File: config.mk
export PLATFORM = sky130hd
export DESIGN_NAME = cvb_cache
export DESIGN_NICKNAME = d
export VERILOG_FILES = /design/src/rtl/cvb_pkg.sv /design/src/rtl/cvb_main_array.sv /design/src/rtl/cvb_victim_fifo.sv /design/src/rtl/cvb_cache.sv
export SDC_FILE = /design/constraint.sdc
export NUM_CORES = 1
export LEC_CHECK = 0
export BUFFER_PORTS_ARGS = -buffer_cell sky130_fd_sc_hd__clkbuf_2
export CORE_MARGIN = 8
export CORE_UTILIZATION = 30
export DETAILED_ROUTE_END_ITERATION = 7
export SLEW_MARGIN = 15
export SYNTH_ARGS = -nofsm -noshare
export SYNTH_HDL_FRONTEND = slang
export SYNTH_SLANG_ARGS = --single-unit
File: constraint.sdc
create_clock -name clk -period 6.5 [get_ports clk]
set_input_delay 0.975 -clock clk [delete_from_list [all_inputs] [get_ports clk]]
set_output_delay 0.975 -clock clk [all_outputs]
set_load 0.1 [all_outputs]
File: src/rtl/cvb_pkg.sv
package cvb_pkg;
  typedef enum logic [2:0] {
    ST_LOOK  = 3'd0,
    ST_SWAP  = 3'd1,
    ST_FREQ  = 3'd2,
    ST_FWAIT = 3'd3,
    ST_WRITE = 3'd4
  } cvb_state_e;
endpackage

File: src/rtl/cvb_main_array.sv
module cvb_main_array #(
  parameter int IDX_W  = 2,
  parameter int TAG_W  = 7,
  parameter int OFF_W  = 1,
  parameter int DATA_W = 32,
  localparam int SETS  = 1 << IDX_W,
  localparam int BLK_W = (1 << OFF_W) * DATA_W
) (
  input  logic              clk,
  input  logic              rst_n,
  input  logic [IDX_W-1:0]  lk_idx,
  input  logic [TAG_W-1:0]  lk_tag,
  output logic              lk_hit,
  output logic              lk_valid,
  output logic [TAG_W-1:0]  lk_tag_out,
  output logic [BLK_W-1:0]  lk_block,
  input  logic              ld_en,
  input  logic [TAG_W-1:0]  ld_tag,
  input  logic [BLK_W-1:0]  ld_block,
  input  logic              wr_en,
  input  logic [OFF_W-1:0]  wr_off,
  input  logic [DATA_W-1:0] wr_data
);
  logic [SETS-1:0]  vld_q;
  logic [TAG_W-1:0] tag_q [SETS];
  logic [BLK_W-1:0] dat_q [SETS];

  assign lk_valid   = vld_q[lk_idx];
  assign lk_tag_out = tag_q[lk_idx];
  assign lk_block   = dat_q[lk_idx];
  assign lk_hit     = vld_q[lk_idx] && (tag_q[lk_idx] == lk_tag);

  always_ff @(posedge clk or negedge rst_n) begin
    if (!rst_n)     vld_q <= '0;
    else if (ld_en) vld_q[lk_idx] <= 1'b1;
  end

  always_ff @(posedge clk) begin
    if (ld_en) begin
      tag_q[lk_idx] <= ld_tag;
      dat_q[lk_idx] <= ld_block;
    end else if (wr_en) begin
      dat_q[lk_idx][int'(wr_off)*DATA_W +: DATA_W] <= wr_data;
    end
  end

  // a word store only targets an entry that currently holds the block
  p_store_on_hit_r8: assert property (@(posedge clk) disable iff (!rst_n)
    wr_en |-> lk_hit);
  // an installed entry is valid in the next cycle
  p_load_sets_valid_r4: assert property (@(posedge clk) disable iff (!rst_n)
    ld_en |=> lk_valid || !$stable(lk_idx));
endmodule

File: src/rtl/cvb_victim_fifo.sv
module cvb_victim_fifo #(
  parameter int VN    = 2,
  parameter int BA_W  = 9,
  parameter int BLK_W = 64,
  localparam int SLOT_W = (VN > 1) ? $clog2(VN) : 1,
  localparam int CNT_W  = $clog2(VN + 1)
) (
  input  logic              clk,
  input  logic              rst_n,
  input  logic [BA_W-1:0]   lk_ba,
  output logic              lk_hit,
  output logic [SLOT_W-1:0] lk_slot,
  output logic [BLK_W-1:0]  lk_block,
  input  logic              rm_en,
  input  logic [SLOT_W-1:0] rm_slot,
  input  logic              push_en,
  input  logic [BA_W-1:0]   push_ba,
  input  logic [BLK_W-1:0]  push_block,
  output logic [CNT_W-1:0]  fill_cnt
);
  logic [CNT_W-1:0] cnt_q, cnt_n;
  logic [BA_W-1:0]  ba_q [VN];
  logic [BA_W-1:0]  ba_n [VN];
  logic [BLK_W-1:0] blk_q [VN];
  logic [BLK_W-1:0] blk_n [VN];
  logic [VN-1:0]    hit_vec;

  // entry 0 is the oldest; entries at or above cnt_q are empty
  for (genvar g = 0; g < VN; g++) begin : g_cmp
    assign hit_vec[g] = (CNT_W'(g) < cnt_q) && (ba_q[g] == lk_ba);
  end

  assign lk_hit   = |hit_vec;
  assign fill_cnt = cnt_q;

  always_comb begin
    lk_slot  = '0;
    lk_block = '0;
    for (int i = 0; i < VN; i++) begin
      if (hit_vec[i]) begin
        lk_slot  = SLOT_W'(i);
        lk_block = blk_q[i];
      end
    end
  end

  always_comb begin
    cnt_n = cnt_q;
    for (int i = 0; i < VN; i++) begin
      ba_n[i]  = ba_q[i];
      blk_n[i] = blk_q[i];
    end
    if (rm_en) begin
      for (int i = 0; i < VN - 1; i++) begin
        if (i >= int'(rm_slot)) begin
          ba_n[i]  = ba_n[i+1];
          blk_n[i] = blk_n[i+1];
        end
      end
      cnt_n = cnt_n - 1'b1;
    end
    if (push_en) begin
      if (int'(cnt_n) == VN) begin
        for (int i = 0; i < VN - 1; i++) begin
          ba_n[i]  = ba_n[i+1];
          blk_n[i] = blk_n[i+1];
        end
        ba_n[VN-1]  = push_ba;
        blk_n[VN-1] = push_block;
      end else begin
        for (int i = 0; i < VN; i++) begin
          if (i == int'(cnt_n)) begin
            ba_n[i]  = push_ba;
            blk_n[i] = push_block;
          end
        end
        cnt_n = cnt_n + 1'b1;
      end
    end
  end

  always_ff @(posedge clk or negedge rst_n) begin
    if (!rst_n) cnt_q <= '0;
    else        cnt_q <= cnt_n;
  end

  always_ff @(posedge clk) begin
    if (rm_en || push_en) begin
      for (int i = 0; i < VN; i++) begin
        ba_q[i]  <= ba_n[i];
        blk_q[i] <= blk_n[i];
      end
    end
  end

  p_count_bound_r7: assert property (@(posedge clk) disable iff (!rst_n)
    int'(cnt_q) <= VN);
  // no block address held twice
  p_single_match_r6: assert property (@(posedge clk) disable iff (!rst_n)
    $onehot0(hit_vec));
  p_remove_needs_hit_r5: assert property (@(posedge clk) disable iff (!rst_n)
    rm_en |-> lk_hit);
  // an append into a full buffer drops one entry, keeping it full
  p_full_stays_full_r7: assert property (@(posedge clk) disable iff (!rst_n)
    (push_en && !rm_en && int'(cnt_q) == VN) |=> int'(cnt_q) == VN);
endmodule

File: src/rtl/cvb_cache.sv
module cvb_cache
  import cvb_pkg::*;
#(
  parameter int ADDR_W = 10,
  parameter int DATA_W = 32,
  parameter int WORDS  = 2,
  parameter int SETS   = 4,
  parameter int VICT   = 2,
  localparam int OFF_W  = $clog2(WORDS),
  localparam int IDX_W  = $clog2(SETS),
  localparam int BA_W   = ADDR_W - OFF_W,
  localparam int TAG_W  = BA_W - IDX_W,
  localparam int BLK_W  = WORDS * DATA_W,
  localparam int SLOT_W = (VICT > 1) ? $clog2(VICT) : 1,
  localparam int CNT_W  = $clog2(VICT + 1)
) (
  input  logic              clk,
  input  logic              rst_n,
  input  logic              cpu_valid,
  input  logic              cpu_we,
  input  logic [ADDR_W-1:0] cpu_addr,
  input  logic [DATA_W-1:0] cpu_wdata,
  output logic              cpu_ready,
  output logic              cpu_hit,
  output logic [DATA_W-1:0] cpu_rdata,
  output logic              mem_req_valid,
  input  logic              mem_req_ready,
  output logic              mem_req_we,
  output logic [ADDR_W-1:0] mem_req_addr,
  output logic [DATA_W-1:0] mem_req_wdata,
  input  logic              mem_rsp_valid,
  input  logic [BLK_W-1:0]  mem_rsp_block
);
  logic [1:0] rs_q;
  logic       rst_core_n;

  always_ff @(posedge clk or negedge rst_n) begin
    if (!rst_n) rs_q <= 2'b00;
    else        rs_q <= {rs_q[0], 1'b1};
  end
  assign rst_core_n = rs_q[1];

  logic [BA_W-1:0]  req_ba;
  logic [IDX_W-1:0] req_idx;
  logic [TAG_W-1:0] req_tag;
  logic [OFF_W-1:0] req_off;

  assign req_ba  = cpu_addr[ADDR_W-1:OFF_W];
  assign req_idx = req_ba[IDX_W-1:0];
  assign req_tag = req_ba[BA_W-1:IDX_W];
  assign req_off = cpu_addr[OFF_W-1:0];

  logic              m_hit, m_valid, m_ld_en, m_wr_en;
  logic [TAG_W-1:0]  m_tag;
  logic [BLK_W-1:0]  m_block, m_ld_block;
  logic              v_hit, v_rm, v_push;
  logic [SLOT_W-1:0] v_slot;
  logic [BLK_W-1:0]  v_block;
  logic [CNT_W-1:0]  v_count;

  cvb_main_array #(.IDX_W(IDX_W), .TAG_W(TAG_W), .OFF_W(OFF_W), .DATA_W(DATA_W)) u_main (
    .clk(clk), .rst_n(rst_core_n),
    .lk_idx(req_idx), .lk_tag(req_tag),
    .lk_hit(m_hit), .lk_valid(m_valid), .lk_tag_out(m_tag), .lk_block(m_block),
    .ld_en(m_ld_en), .ld_tag(req_tag), .ld_block(m_ld_block),
    .wr_en(m_wr_en), .wr_off(req_off), .wr_data(cpu_wdata)
  );

  cvb_victim_fifo #(.VN(VICT), .BA_W(BA_W), .BLK_W(BLK_W)) u_vict (
    .clk(clk), .rst_n(rst_core_n),
    .lk_ba(req_ba), .lk_hit(v_hit), .lk_slot(v_slot), .lk_block(v_block),
    .rm_en(v_rm), .rm_slot(v_slot),
    .push_en(v_push), .push_ba({m_tag, req_idx}), .push_block(m_block),
    .fill_cnt(v_count)
  );

  cvb_state_e st_q, st_n;
  logic       missed_q, missed_n;

  always_comb begin
    st_n          = st_q;
    missed_n      = missed_q;
    cpu_ready     = 1'b0;
    mem_req_valid = 1'b0;
    mem_req_we    = 1'b0;
    mem_req_addr  = {req_ba, {OFF_W{1'b0}}};
    m_ld_en       = 1'b0;
    m_ld_block    = v_block;
    m_wr_en       = 1'b0;
    v_rm          = 1'b0;
    v_push        = 1'b0;
    case (st_q)
      ST_LOOK: if (cpu_valid) begin
        if (m_hit && !cpu_we) begin
          cpu_ready = 1'b1;
          missed_n  = 1'b0;
        end else if (m_hit || (!v_hit && cpu_we)) begin
          st_n = ST_WRITE;
        end else if (v_hit) begin
          st_n = ST_SWAP;
        end else begin
          st_n     = ST_FREQ;
          missed_n = 1'b1;
        end
      end
      ST_SWAP: begin
        m_ld_en = 1'b1;
        v_rm    = 1'b1;
        v_push  = m_valid;
        st_n    = ST_LOOK;
      end
      ST_FREQ: begin
        mem_req_valid = 1'b1;
        if (mem_req_ready) st_n = ST_FWAIT;
      end
      ST_FWAIT: if (mem_rsp_valid) begin
        m_ld_en    = 1'b1;
        m_ld_block = mem_rsp_block;
        v_push     = m_valid;
        st_n       = ST_LOOK;
      end
      ST_WRITE: begin
        mem_req_valid = 1'b1;
        mem_req_we    = 1'b1;
        mem_req_addr  = cpu_addr;
        if (mem_req_ready) begin
          cpu_ready = 1'b1;
          m_wr_en   = m_hit;
          missed_n  = 1'b0;
          st_n      = ST_LOOK;
        end
      end
      default: st_n = ST_LOOK;
    endcase
  end

  always_ff @(posedge clk or negedge rst_core_n) begin
    if (!rst_core_n) begin
      st_q     <= ST_LOOK;
      missed_q <= 1'b0;
    end else begin
      st_q     <= st_n;
      missed_q <= missed_n;
    end
  end

  assign cpu_hit       = cpu_ready && m_hit && !missed_q;
  assign cpu_rdata     = m_block[int'(req_off)*DATA_W +: DATA_W];
  assign mem_req_wdata = cpu_wdata;

  // the two structures never both claim the requested block
  p_exclusive_r6: assert property (@(posedge clk) disable iff (!rst_core_n)
    (cpu_valid && st_q == ST_LOOK) |-> !(m_hit && v_hit));
  p_swap_quiet_r5: assert property (@(posedge clk) disable iff (!rst_core_n)
    (st_q == ST_SWAP) |-> (!cpu_ready && !mem_req_valid && v_hit));
  // requester holds the address, so the swapped block hits next cycle
  p_swap_then_hit_r5: assert property (@(posedge clk) disable iff (!rst_core_n)
    (st_q == ST_SWAP) |=> m_hit);
  p_read_hit_no_mem_r2: assert property (@(posedge clk) disable iff (!rst_core_n)
    (st_q == ST_LOOK && cpu_valid && !cpu_we && m_hit) |-> (cpu_ready && !mem_req_valid));
  // a fill that displaces a valid block leaves the victim buffer non-empty
  p_fill_pushes_r4: assert property (@(posedge clk) disable iff (!rst_core_n)
    (st_q == ST_FWAIT && mem_rsp_valid && m_valid) |=> (v_count != '0));
endmodule

=== After elaboration in Yosys (flattened, before gate mapping) ===
Memories as Yosys holds them, arrays and structs flattened.
Index checks and enable logic that the tools add are counted.
W data, S select, Z words.

* Register bits after elaboration: 12
* Memory bits (writable): 430
* Input port bits: 112
* Output and inout bits: 78
* Word-level logic and storage cells: 244
* Memories: 4

{| class="wikitable"
|+ Memory list
! memory !! depth !! bits a word !! read ports !! clocked after Yosys merged registers in !! write ports !! line !! RTL
|-
| u_main.dat_q || 4 || 64 || 1 || 0 || 1 || cvb_main_array.sv:26 || <nowiki>logic [BLK_W-1:0] dat_q [SETS];</nowiki>
|-
| u_vict.blk_q || 2 || 64 || 2 || 0 || 2 || cvb_victim_fifo.sv:24 || <nowiki>logic [BLK_W-1:0] blk_q [VN];</nowiki>
|-
| u_main.tag_q || 4 || 7 || 1 || 0 || 1 || cvb_main_array.sv:25 || <nowiki>logic [TAG_W-1:0] tag_q [SETS];</nowiki>
|-
| u_vict.ba_q || 2 || 9 || 2 || 0 || 2 || cvb_victim_fifo.sv:22 || <nowiki>logic [BA_W-1:0] ba_q [VN];</nowiki>
|}

* Add/subtract/negate cells: 3
* $lt $le $gt $ge: 5
* Equality and inequality tests: 16
* Shift operators: 3
* Multiplexer cells: 123
* Bitwise logic cells: 65
* Reduce and logical (&&, ||, !) cells: 20

{| class="wikitable"
|+ Operator list
! cell !! number
|-
| $mux W64 || 9
|-
| $mux W128 || 2
|-
| $mux W1 || 89
|-
| $or A1 B1 Y1 || 64
|-
| $shift A32 B33 Y64 const A || 1
|-
| $shiftx A32 B33 Y64 || 1
|-
| $shiftx A64 B7 Y32 || 1
|-
| $mux W18 || 2
|-
| $mux W9 || 4
|-
| $neg A6 Y33 || 1
|-
| $eq A9 B9 Y1 || 2
|-
| $mux W3 || 6
|-
| $pmux W3 S4 || 1
|-
| $ne A2 B2 Y1 const B || 5
|-
| $reduce_and A5 Y1 || 2
|-
| $logic_and A1 B1 Y1 || 8
|-
| $mux W2 || 4
|-
| $pmux W1 S2 || 4
|-
| $eq A7 B7 Y1 || 1
|-
| $eq A3 B2 Y1 const B || 2
|-
| $ne A3 B3 Y1 const B || 2
|-
| $lt A1 B2 Y1 const A || 2
|-
| $or A4 B4 Y4 || 1
|-
| $reduce_or A2 Y1 || 2
|-
| 16 further kinds || 19
|}

=== Logic depth before layout (Yosys ltp) ===
An unclocked memory read counts as a cell.

* Depth after elaboration: 11
* Mapped depth: 12
* Depth with buffers taken out: 10

=== Modules after synthesis ===
A second synthesis with hierarchy kept.

* Cells, all modules: 1440
* Area total of the unflattened synthesis: 21476.8 µm²

{| class="wikitable"
|+ Modules (own cells, without submodules)
! module !! instances !! cells each !! area each (µm²) !! seq. area each (µm²)
|-
| cvb_main_array || 1 || 482 || 11299.6 || 8628.3
|-
| cvb_victim_fifo || 1 || 760 || 8255.4 || 4434.3
|-
| cvb_cache || 1 || 198 || 1921.8 || 150.1
|}

=== Worst setup path before layout ===
OpenSTA, ideal clock, no wires.

* Path type: input port to output port
* Start point: input port cpu_addr[1]
* End point: output port cpu_hit
* Arrival: 4549 ps
* Data required time: 5525 ps
* Path slack: 976 ps
* Stages on the path: 7
* Path buffers: 2
* Cell sequence: buf_6 > buf_6 > mux4_2 > xnor2_1 > nand2_1 > nor3_1 > nor3b_1

* Cells in the longest elaborated chain, start to end: 9
* Elaborated cells between the ends (all ways): 11
* Those cells by class: 1 x eq/ne; 5 x mux; 4 x reduce/logical; 1 x memory

{| class="wikitable"
|+ RTL lines
! what !! line !! RTL
|-
| from (decl) || cvb_cache.sv:21 || <nowiki>input logic [ADDR_W-1:0] cpu_addr,</nowiki>
|-
| $mem_v2 Z4 W7 * || n/a ||
|-
| named net m_tag[4] || cvb_cache.sv:54 || <nowiki>logic [TAG_W-1:0] m_tag;</nowiki>
|-
| $eq A7 B7 Y1 * || cvb_main_array.sv:31 || <nowiki>assign lk_hit = vld_q[lk_idx] && (tag_q[lk_idx] == lk_tag);</nowiki>
|-
| $logic_and A1 B1 Y1 * || cvb_main_array.sv:31 ||
|-
| $logic_and A1 B1 Y1 || cvb_cache.sv:94 || <nowiki>if (m_hit && !cpu_we) begin</nowiki>
|-
| $mux W1 || cvb_cache.sv:94 ||
|-
| $mux W1 || cvb_cache.sv:93 || <nowiki>ST_LOOK: if (cpu_valid) begin</nowiki>
|-
| $pmux W1 S2 || cvb_cache.sv:92 || <nowiki>case (st_q)</nowiki>
|-
| $logic_and A1 B1 Y1 * (2 in a row) || cvb_cache.sv:147 || <nowiki>assign cpu_hit = cpu_ready && m_hit && !missed_q;</nowiki>
|-
| to (decl) || cvb_cache.sv:24 || <nowiki>output logic cpu_hit,</nowiki>
|}

Mark *: on every way through the listed nets, which the timed path passes. The rest lies on a longest branch. The select of a mux whose other input is x is not followed.

=== Worst setup path after layout ===
Ends and elaborated chain as after synthesis.

==> flow_summary.yaml <==
logic_synthesis:
  synth_top_area_share_pct: 65.32
  syn_inst: 1263
  syn_nets: 1379
  synth_top_cell_by_area: "edfxtp_1"
  syn-cell-area_mm2: 0.01977
  avgSynthCellArea_um2: 15.65
  synth_edf_count: 430
  yosysSeqAreaShare_pct: 66.84
  ys_seq_elements: 442
  yosysWarnings: 0
  synthArstFlopShare_pct: 2.715
  ys_top_cells_by_area: "edfxtp_1 (65%), mux4_2 (8.2%), a221o_1 (4.1%), mux2_2 (2.8%), nor2b_1 (2.0%)"
  ys.flop_type: "edfxtp_1"
  synth_cell_types: 50
global_routing:
  busiest_layer: "met2"
  grt_use_total_pct: 15.48
  grt_start_max_net_pins: 70
  antenna_found_initial: 1
  grt_pass1_wl_um: 86510
  use_met3_pct: 3.802
  grt_overflow: 0
  grt_pass1_vias: 12441
  grtUsageMet2_pct: 23.23
  use_met1_pct: 22.24
clocking:
  cts-resized-gates: 0
  cts_inserted_buffers: 44
  clkLatencyLatePin_ns: 0.57
  cts_tree: "done"
  clock_sinks: 442
  cts_root_buffer: "clkbuf_16"
  ctsHoldBuffers: 0
  postCtsSetupRepairBufs: 0
  htreeDepth: 2
  clockBufferDepth: 3
  path_clk_slew_ns: 0.06
run_status:
  status: "finished, final reports clean"
pwr:
  power.internal_mw: 6.252
  power.share.sequential_pct: 45.9
  pwr-share-comb_pct: 26.5
  power_frac_clock_pct: 27.6
  power.density_mw_per_mm2: 407.6
  p_leak_nw: 7.734
  p_sw_mw: 3.057
  irDropWorstVdd_mv: 0.2199
  p_sw_share_pct: 32.84
drt:
  drtPass1Iterations: 5
  drt_iter0_markers: 1717
  viasPerCell: 5.470
  drc: 0
  routedWlPerCell_um: 26.05
  via_count: 12565
  antenna_left: 0
  drt-total-wl_um: 59840
flow_run:
  cap_violations: 0
place:
  gp_congestion: 0.8296
  io_buffer_count: 189
  dp_hpwl_um: 38800
worst_setup_path:
  worstPathRequired_ns: 5.52
  cp-end-kind: "output port"
  cp_max_fo: 50
  cp.arrival_ns: 3.96
  startpoint_type: "input port"
  rrSetupSlack_ns: 2.45
  crit_type: "input port to output port"
floorplanning:
  coreArea_mm2: 0.06551
  chipHeight_um: 272.7
  start_util_pct: 30.18
  die_w_um: 272.7
  io_pins: 190
  fp.dieArea_mm2: 0.07437
  rows: 94
timing:
  period_share_pct: 75.93
  maxSlewViolCount: 0
  maxSlewHeadroom_pct: 22.76
  worst_slew_pin_slew_ns: 1.150
  holdWs_ns: 0.1829
  finalHoldViolations: 0
  finalSetupViolCount: 0
  max_freq_mhz: 202.6
  rsz0062_at_grt: "no"
  period_minus_slack_ns: 4.935
  finalClockSkew_ns: 0.02882
  final.setup.tns_ns: 0
final_layout:
  area_growth_pct: 15.54
  drive_gt1_share_pct: 29.59
  diodes: 0
  nets: 1516
min_path:
  hold_class: "flop to async pin"
-- power groups by stage --
stage	registers (mW)	logic (mW)	clock network, mW
floorplan	4.24	1.77	0
global placement	4.28	2.39	0
detailed placement	4.31	2.46	0
CTS	4.26	2.46	2.61
global route	4.33	2.61	2.72
finish	4.28	2.46	2.57
-- path summary, 6_finish.rpt --
path,start,cells after the start,to
hold reg to reg,rs_q[1],0,u_main.vld_q[2]
min in group clk,rs_q[0],0,rs_q[1]
max in group asynchronous,rs_q[1],0,missed_q
setup reg to reg,st_q[0],9,u_vict.blk_q[0][39]
hold / removal,rs_q[1],0,u_main.vld_q[2]
setup / recovery,cpu_addr[1],7,cpu_hit
-- flip-flops by register name, indices dropped and copies added (netlist names) --
register and cells:
rs_q 2, u_vict.ba_q 18, st_q 3, u_main.vld_q 4, u_vict.blk_q 128, u_vict.fill_cnt 2
u_main.tag_q 28, missed_q 1, u_main.dat_q 256
-- area by class of cell --
type / count / area [um^2]
Timing Repair Buffer: 216 / 1182
Clock inverter: 33 / 321.6
Fill cell: 6244 / 42670
Tap cell: 864 / 1081
Sequential cell: 442 / 13210
Clock buffer: 46 / 1109
Multi-Input combinational cell: 675 / 5856
Inverter: 21 / 78.83
-- critical path, cell delays in order --
cell and delay (ns):
buf_6 0.49, mux4_2 0.63, xnor2_1 0.19, nand4_1 0.23, nor3_1 0.59, nor3b_1 0.28, clkbuf_2 0.50
-- through the flow --
| step | power [mW] | instances | utilization, % | instance area [um^2] | setup WS (ns) |
|---|---|---|---|---|---|
| 4_1_cts | 9.331 | 2297 | 34.87 | 22840 | 1.457 |
| 2_1_floorplan | 6.015 | 1263 | - | 19770 | 0.9761 |
| 6_report | 9.309 | 2297 | 34.87 | 22840 | 1.565 |
| 5_1_grt | 9.653 | 2297 | 34.87 | 22840 | 1.208 |
| 3_3_place_gp | 6.671 | 2218 | 32.68 | 21410 | 1.256 |
| 3_5_place_dp | 6.767 | 2218 | 32.68 | 21410 | 1.222 |
-- cells in the final DEF (no fill, tap or decap), drive strengths merged, types with 34 or more instances in the layout --
master,count
a21oi,68
a221o,80
and3,34
clkbuf,233
edfxtp,430
mux2,50
mux4,72
nand2,78
nor2,58
nor2b,63
o21ai,45
-- synthesized netlist by cell type (all sizes together) (4+ instances only) --
library cell,n
or2,4
ha,4
nor2,58
clkbuf,39
xor2,10
and3,34
nor4,4
mux2,50
xnor2,17
mux4,72
nor2b,63
inv,21
a211oi,14
or4,4
a21oi,68
buf,86
a221oi,14
dfrtp,12
nand2,78
mux2i,13
o21ai,45
edfxtp,430
nand2b,5
nor3,8
a221o,80
a22oi,11
-- metal layers --
layer	part of all wire [%]	wire (um)
met3	11	6436
met1	43	25540
met2	44	26370
met4	2.5	1496
met5	0	0
-- kinds of logic after synthesis --
logic type      count (synthesis)  share of synthesized area, %
other cells                     1                       0.01897
fa+ha+maj                       4                        0.2532
simple gates                  268                         6.994
xor+xnor                       27                         1.196
flops                         442                         66.84
mux                           135                         11.71
buf+inv                       146                         4.139
compound gates                240                         8.855
(Power assumes the default switching activity.)
